### config.mk
export PLATFORM = sky130hd
export DESIGN_NAME = ppc_hub_power
export DESIGN_NICKNAME = d
export VERILOG_FILES = /design/src/rtl/ppc_pkg.sv /design/src/rtl/ppc_oc_filter.sv /design/src/rtl/ppc_group_merge.sv /design/src/rtl/ppc_port_ctl.sv /design/src/rtl/ppc_hub_power.sv
export SDC_FILE = /design/constraint.sdc
export NUM_CORES = 1
export LEC_CHECK = 0
export ABC_CLOCK_PERIOD_IN_PS = 1900
export BUFFER_PORTS_ARGS = -buffer_cell sky130_fd_sc_hd__buf_2
export CAP_MARGIN = 20
export CORE_ASPECT_RATIO = 0.6
export CORE_MARGIN = 2
export CORE_UTILIZATION = 35
export DETAILED_ROUTE_END_ITERATION = 6
export PLACE_DENSITY_LB_ADDON = 0.08
export SLEW_MARGIN = 40
export SYNTH_ARGS = -nofsm -noshare
export SYNTH_HDL_FRONTEND = slang
export SYNTH_SLANG_ARGS = --single-unit
### constraint.sdc
create_clock -name clk -period 1.9 [get_ports clk]
set_input_delay 0.095 -clock clk [delete_from_list [all_inputs] [get_ports clk]]
set_output_delay 0.095 -clock clk [all_outputs]
set_load 0.01 [all_outputs]
### src/rtl/ppc_pkg.sv
package ppc_pkg;
   // width of a saturating counter that must reach the value lim
   function automatic int unsigned cnt_width(input int unsigned lim);
      return (lim < 2) ? 1 : $clog2(lim + 1);
   endfunction
endpackage

### src/rtl/ppc_oc_filter.sv
module ppc_oc_filter #(
   parameter int unsigned FILT_LEN = 16
) (
   input  logic clk,
   input  logic rst_n,
   input  logic oc_n,
   output logic flt
);
   localparam int unsigned CW = ppc_pkg::cnt_width(FILT_LEN);
   localparam logic [CW-1:0] LIM = CW'(FILT_LEN);

   logic [CW-1:0] run_q;

   // count consecutive low samples, saturating at the limit
   always_ff @(posedge clk or negedge rst_n) begin
      if (!rst_n)            run_q <= '0;
      else if (oc_n)         run_q <= '0;
      else if (run_q != LIM) run_q <= run_q + 1'b1;
   end

   assign flt = (run_q == LIM);

   // a filtered fault implies the input was low at the last sample
   a_r3_flt_needs_low: assert property (@(posedge clk) disable iff (!rst_n)
      flt |-> $past(!oc_n));
endmodule

### src/rtl/ppc_group_merge.sv
module ppc_group_merge #(
   parameter int unsigned NPORTS = 4
) (
   input  logic              gang,
   input  logic [NPORTS-1:0] on_req,
   input  logic [NPORTS-1:0] off_req,
   input  logic [NPORTS-1:0] flt,
   input  logic [NPORTS-1:0] clr,
   output logic [NPORTS-1:0] on_eff,
   output logic [NPORTS-1:0] off_eff,
   output logic [NPORTS-1:0] flt_eff,
   output logic [NPORTS-1:0] clr_eff
);
   logic any_on, any_off, any_flt, any_clr;

   assign any_on  = |on_req;
   assign any_off = |off_req;
   assign any_flt = |flt;
   assign any_clr = |clr;

   for (genvar i = 0; i < NPORTS; i++) begin : g_port
      assign on_eff[i]  = gang ? any_on  : on_req[i];
      assign off_eff[i] = gang ? any_off : off_req[i];
      assign flt_eff[i] = gang ? any_flt : flt[i];
      assign clr_eff[i] = gang ? any_clr : clr[i];
   end
endmodule

### src/rtl/ppc_port_ctl.sv
module ppc_port_ctl (
   input  logic clk,
   input  logic rst_n,
   input  logic on_req,
   input  logic off_req,
   input  logic oc_act,
   input  logic clr,
   output logic pwr_on,
   output logic chg
);
   logic oc_prev_q;

   // fault beats off, off beats on
   always_ff @(posedge clk or negedge rst_n) begin
      if (!rst_n)       pwr_on <= 1'b0;
      else if (oc_act)  pwr_on <= 1'b0;
      else if (off_req) pwr_on <= 1'b0;
      else if (on_req)  pwr_on <= 1'b1;
   end

   always_ff @(posedge clk or negedge rst_n) begin
      if (!rst_n) begin
         oc_prev_q <= 1'b0;
         chg       <= 1'b0;
      end else begin
         oc_prev_q <= oc_act;
         if (oc_act && !oc_prev_q) chg <= 1'b1;
         else if (clr)             chg <= 1'b0;
      end
   end

   a_r4_fault_unpowers: assert property (@(posedge clk) disable iff (!rst_n)
      oc_act |=> !pwr_on);
   a_r8_chg_sticky: assert property (@(posedge clk) disable iff (!rst_n)
      chg && !clr |=> chg);
   a_r10_off_wins: assert property (@(posedge clk) disable iff (!rst_n)
      on_req && off_req |=> !pwr_on);
   a_r2_on_takes: assert property (@(posedge clk) disable iff (!rst_n)
      on_req && !off_req && !oc_act |=> pwr_on);
endmodule

### src/rtl/ppc_hub_power.sv
module ppc_hub_power #(
   parameter int unsigned NPORTS   = 4,
   parameter int unsigned FILT_LEN = 16
) (
   input  logic              clk,
   input  logic              rst_n,
   input  logic              gang_strap,
   input  logic [NPORTS-1:0] pwr_on_req,
   input  logic [NPORTS-1:0] pwr_off_req,
   input  logic [NPORTS-1:0] oc_n,
   input  logic [NPORTS-1:0] oc_clr,
   output logic [NPORTS-1:0] pwr_en_n,
   output logic [NPORTS-1:0] oc_stat,
   output logic [NPORTS-1:0] oc_chg
);
   if (NPORTS < 1) begin : g_bad_ports
      $error("ppc_hub_power: NPORTS must be at least 1");
   end
   if (FILT_LEN < 2) begin : g_bad_filt
      $error("ppc_hub_power: FILT_LEN must be at least 2");
   end

   logic [NPORTS-1:0] flt_raw, on_eff, off_eff, flt_eff, clr_eff, pwr_on;

   for (genvar i = 0; i < NPORTS; i++) begin : g_filt
      ppc_oc_filter #(.FILT_LEN(FILT_LEN)) u_filt (
         .clk (clk), .rst_n (rst_n), .oc_n (oc_n[i]), .flt (flt_raw[i]));
   end

   ppc_group_merge #(.NPORTS(NPORTS)) u_merge (
      .gang    (gang_strap),
      .on_req  (pwr_on_req),
      .off_req (pwr_off_req),
      .flt     (flt_raw),
      .clr     (oc_clr),
      .on_eff  (on_eff),
      .off_eff (off_eff),
      .flt_eff (flt_eff),
      .clr_eff (clr_eff));

   for (genvar i = 0; i < NPORTS; i++) begin : g_ctl
      ppc_port_ctl u_ctl (
         .clk     (clk),
         .rst_n   (rst_n),
         .on_req  (on_eff[i]),
         .off_req (off_eff[i]),
         .oc_act  (flt_eff[i]),
         .clr     (clr_eff[i]),
         .pwr_on  (pwr_on[i]),
         .chg     (oc_chg[i]));
   end

   assign pwr_en_n = ~pwr_on;
   assign oc_stat  = flt_eff;

   // in ganged mode all enables move as one group
   a_r6_gang_uniform: assert property (@(posedge clk) disable iff (!rst_n)
      gang_strap |-> (pwr_en_n == '0 || pwr_en_n == '1));
   // in ganged mode all status bits agree
   a_r6_gang_stat: assert property (@(posedge clk) disable iff (!rst_n)
      gang_strap |-> (oc_stat == '0 || oc_stat == '1));
   // per-port mode, a port without its own fault keeps its change bit
   a_r5_no_cross: assert property (@(posedge clk) disable iff (!rst_n)
      !gang_strap && oc_stat == '0 && oc_clr == '0 |=> $stable(oc_chg));
endmodule

==> reports/metrics.json <==
{
  "hp-class": "input pin to flop",
  "end_of_flow_core_utilization": 0.478,
  "synth-main-ff-cell": "sky130_fd_sc_hd__dfrtp_1",
  "ant_nets": 0,
  "crit_arrival_ns": 1.74,
  "timing.critical_path.slowest_cell_delay_ns": 0.37,
  "synth-edff-count": 0,
  "number_of_primary_i_o_pins": 31,
  "path_class": "flop to output port",
  "combinational_family_with_the_most_area_after_synthesis": "simple AND/OR/NAND/NOR gates",
  "antenna_cells_inserted": 0,
  "yosysUniqueCellTypes": 24,
  "clock_latency_reported_for_the_late_side_of_the_worst_skew_pair_ns": 0.28,
  "yosysMostFrequentCell": "sky130_fd_sc_hd__dfrtp_1",
  "setup_repair_after_global_routing_missed_its_margin": "true",
  "dr_total_vias": 1257,
  "die_width_um": 92.8,
  "total_leakage_power_nw": 1.02,
  "cts.clk_slew.worst_paths_ns": 0.07,
  "synth.top_cells.by_count": "32 x sky130_fd_sc_hd__dfrtp_1, 31 x sky130_fd_sc_hd__nor2_1, 20 x sky130_fd_sc_hd__inv_1",
  "path_max_fanout": 5,
  "max_clock_freq_mhz": 545,
  "final.fill_count": 441,
  "synth-adder-area-share": 0.0605,
  "grt_pass1_vias": 1199,
  "grt_overflow_total": 0,
  "synth_top_area_cell": "sky130_fd_sc_hd__dfrtp_1",
  "finalPower_w": 0.00157,
  "crit_start": "g_filt[3].u_filt.run_q[0]$_DFFE_PN0P_",
  "timing.hold.worst.start": "oc_n[2]",
  "timing_worst_slew_pin_value_ns": 0.469,
  "setup_slack_ns": 0.0656,
  "grt_max_degree": 33,
  "post-dp-hpwl_um": 2410,
  "area_share_of_xor_xnor_cells_in_the_synthesized_design": 0.0847,
  "area_of_the_mapped_netlist_mm2": 0.00165,
  "cap_violations": 0,
  "cp.required_ns": 1.80,
  "worst_slew_margin_rel": 0.684,
  "final.setup.tns_ns": 0,
  "finalWorstPathRequiredPeriod_ns": 1.83,
  "finish.net_count": 237,
  "avgSynthCellArea_um2": 10.1,
  "cts_tree": "yes",
  "critical_path.slowest_cell": "sky130_fd_sc_hd__dfrtp_1",
  "die_area_mm2": 0.00531,
  "outcome": "finished, final reports clean",
  "number_of_failing_hold_endpoints_at_the_final_stage": 0,
  "starting_utilization_of_the_core_area": 0.362,
  "final-max-slew-violation-count": 0,
  "drcViolationCount": 0,
  "iteration_0_drc_count_of_the_detailed_router": 35,
  "synth_seq_area_share": 0.484,
  "yosysWarnings": 0,
  "cts_max_level": 2,
  "drt-wirelength-per-cell_um": 12.4,
  "number_of_antenna_violations_at_the_first_check_in_global_routing": 0,
  "cpMostUsedCell": "sky130_fd_sc_hd__buf_6",
  "power_per_cell_area_mw_per_mm2": 719,
  "total_of_flip_flops_plus_latches_after_synthesis": 32,
  "muxShareOfSynthArea": 0.0242,
  "place.gp.congestion": 0.830,
  "drive_gt1_frac": 0.355,
  "path_cells": "inv_2 -> ha_2 -> nor4bb_4 -> nor4_4 -> buf_6 -> nor2_4 -> buf_6",
  "syn-num-nets": 190,
  "grt_first_pass_wirelength_um": 5660,
  "cell_types_with_the_largest_area_share_after_synthesis": "sky130_fd_sc_hd__dfrtp_1 48%, sky130_fd_sc_hd__nor2_1 7.0%, sky130_fd_sc_hd__ha_1 6.1%",
  "critical_path_buffer_and_inverter_count": 3,
  "clock_tree.root_cell": "sky130_fd_sc_hd__clkbuf_8",
  "post_synth_inst_count": 163,
  "yosys.area.top_type_share": 0.484,
  "ff2ff_setup_slack_ns": 0.18,
  "syn_to_final_growth_pct": 31.8,
  "post-route-period-util": 0.965,
  "synth-async-reset-ratio": 1.00,
  "worst_hold_slack_ns": 0.0242,
  "groute.usage.overall": 0.144,
  "tritoncts.num_buffers": 5,
  "cts-root-to-sink-buffers": 2,
  "dp_slack_ns": 0.116,
  "path_delay_family": "simple AND/OR/NAND/NOR gates",
  "fp.coreArea_mm2": 0.00456,
  "end_kind": "output port",
  "drt_pre_antenna_iters": 4,
  "whs_path_depth": 2,
  "wl_um": 3410,
  "synth_compound_area_frac": 0.0772,
  "placement_rows": 19,
  "rr_endpoint": "g_ctl[2].u_ctl.pwr_on$_DFFE_PN0P_",
  "detail_route.vias_per_cell": 4.59,
  "worst-r2r-cell-count": 7,
  "buffer_ports.inserted": 30,
  "cts.sinks": 32,
  "finalSetupViolCount": 0,
  "highest_ir_drop_seen_on_vdd_mv": 0.283,
  "critical_path.startpoint_type": "flop",
  "die_y_um": 57.3,
  "worst_setup_skew_after_layout_ns": 0.00466,
  "hold_end": "g_filt[2].u_filt.run_q[0]$_DFFE_PN0P_",
  "reg2reg_from": "g_filt[3].u_filt.run_q[0]$_DFFE_PN0P_",
  "synth_simple_gate_area_share": 0.175
}
==> report_power, final <==
group / total (W) / switching [W] / leakage (nW) / internal (W)
Combinational: 0.000208 / 0.000106 / 0.535 / 0.000102
Clock: 0.000630 / 0.000242 / 0.0552 / 0.000389
Sequential: 0.000729 / 0.0000202 / 0.433 / 0.000708
Total: 0.00157 / 0.000368 / 1.02 / 0.00120
==> worst reg2reg max path, stage by stage (launching register included) <==
cell	delay [ns]
sky130_fd_sc_hd__dfrtp_1	0.39
sky130_fd_sc_hd__inv_2	0.08
sky130_fd_sc_hd__ha_2	0.17
sky130_fd_sc_hd__nor4bb_4	0.30
sky130_fd_sc_hd__nor4_4	0.10
sky130_fd_sc_hd__buf_6	0.16
sky130_fd_sc_hd__buf_4	0.15
sky130_fd_sc_hd__o2111a_1	0.25
==> final cells by class <==
type                       instances  area (um^2)  share of cell area
tap                               63         78.8              0.0361
inverter                          20         75.1              0.0344
multi-input combinational        100          766               0.351
clock buffer                       6         72.6              0.0333
clock inverter                     2         35.0              0.0161
sequential                        32          801               0.367
timing repair buffer              51          353               0.162
==> worst max-delay path by stage <==
stage / to / slack, ns / depth (start not counted)
floorplan: oc_stat[2] / 0.32 / 7
global placement: g_ctl[2].u_ctl.pwr_on$_DFFE_PN0P_ / 0.11 / 7
detailed placement: oc_stat[0] / 0.12 / 8
CTS: oc_stat[2] / -0.005 / 7
global route: oc_stat[2] / -0.008 / 7
finish: oc_stat[3] / 0.07 / 7
==> metrics by stage <==
step           area, um^2  cells
2_1_floorplan        1650    163
3_3_place_gp         1830    249
3_5_place_dp         1830    249
4_1_cts              2050    269
5_1_grt              2180    274
6_report             2180    274
==> logic make-up after synthesis <==
logic type / count (synthesis)
flops: 32
compound gates: 17
simple gates: 55
buf+inv: 31
xor+xnor: 16
fa+ha+maj: 8
mux: 4
==> sequential cells by signal (all words and copies together), names as in the netlist <==
register,cells
g_filt.u_filt.run_q,20
g_ctl.u_ctl.oc_prev_q,4
g_ctl.u_ctl.pwr_on,4
g_ctl.u_ctl.chg,4
==> timing repair <==
item | CTS | global route
hold endpoints to repair | 32 | 0
pin swaps | 1 | 6
buffers inserted | 11 | 5
endpoints found under the setup margin | 4 | 4
hold buffers | 1 | 0
resized for setup | 5 | 17
==> layout by cell type, fill, tap and decap left out, types with 2 or more instances in the layout <==
cell                       synthesis  final
sky130_fd_sc_hd__a21oi_1           3      3
sky130_fd_sc_hd__and4bb_4          2      2
sky130_fd_sc_hd__buf_2             1     27
sky130_fd_sc_hd__buf_4             8     18
sky130_fd_sc_hd__buf_6             1      4
sky130_fd_sc_hd__clkbuf_8          0      5
sky130_fd_sc_hd__dfrtp_1          32     32
sky130_fd_sc_hd__ha_1              8      5
sky130_fd_sc_hd__ha_2              0      2
sky130_fd_sc_hd__inv_1            20     16
sky130_fd_sc_hd__inv_2             0      4
sky130_fd_sc_hd__mux2i_1           4      4
sky130_fd_sc_hd__nand3_1           8      8
sky130_fd_sc_hd__nor2_1           31     26
sky130_fd_sc_hd__nor2_2            0      2
sky130_fd_sc_hd__nor2_4            0      3
sky130_fd_sc_hd__nor2b_1           2      2
sky130_fd_sc_hd__nor3_1            9      9
sky130_fd_sc_hd__o2111a_1          4      4
sky130_fd_sc_hd__o21ai_0           5      5
sky130_fd_sc_hd__o32ai_1           3      3
sky130_fd_sc_hd__xnor2_1           8      8
sky130_fd_sc_hd__xor2_1            8      8
==> layer usage <==
metal | share of wire | global-route usage | vias up | wire, um
li1 | - | - | 633 | -
met1 | 0.50 | 0.195 | 604 | 1720
met2 | 0.45 | 0.213 | 13 | 1520
met3 | 0.035 | 0.0489 | 7 | 119
met4 | 0.015 | 0.0630 | 0 | 51
met5 | 0 | 0 | - | 0
No activity file was read; power rests on OpenSTA's default activity.
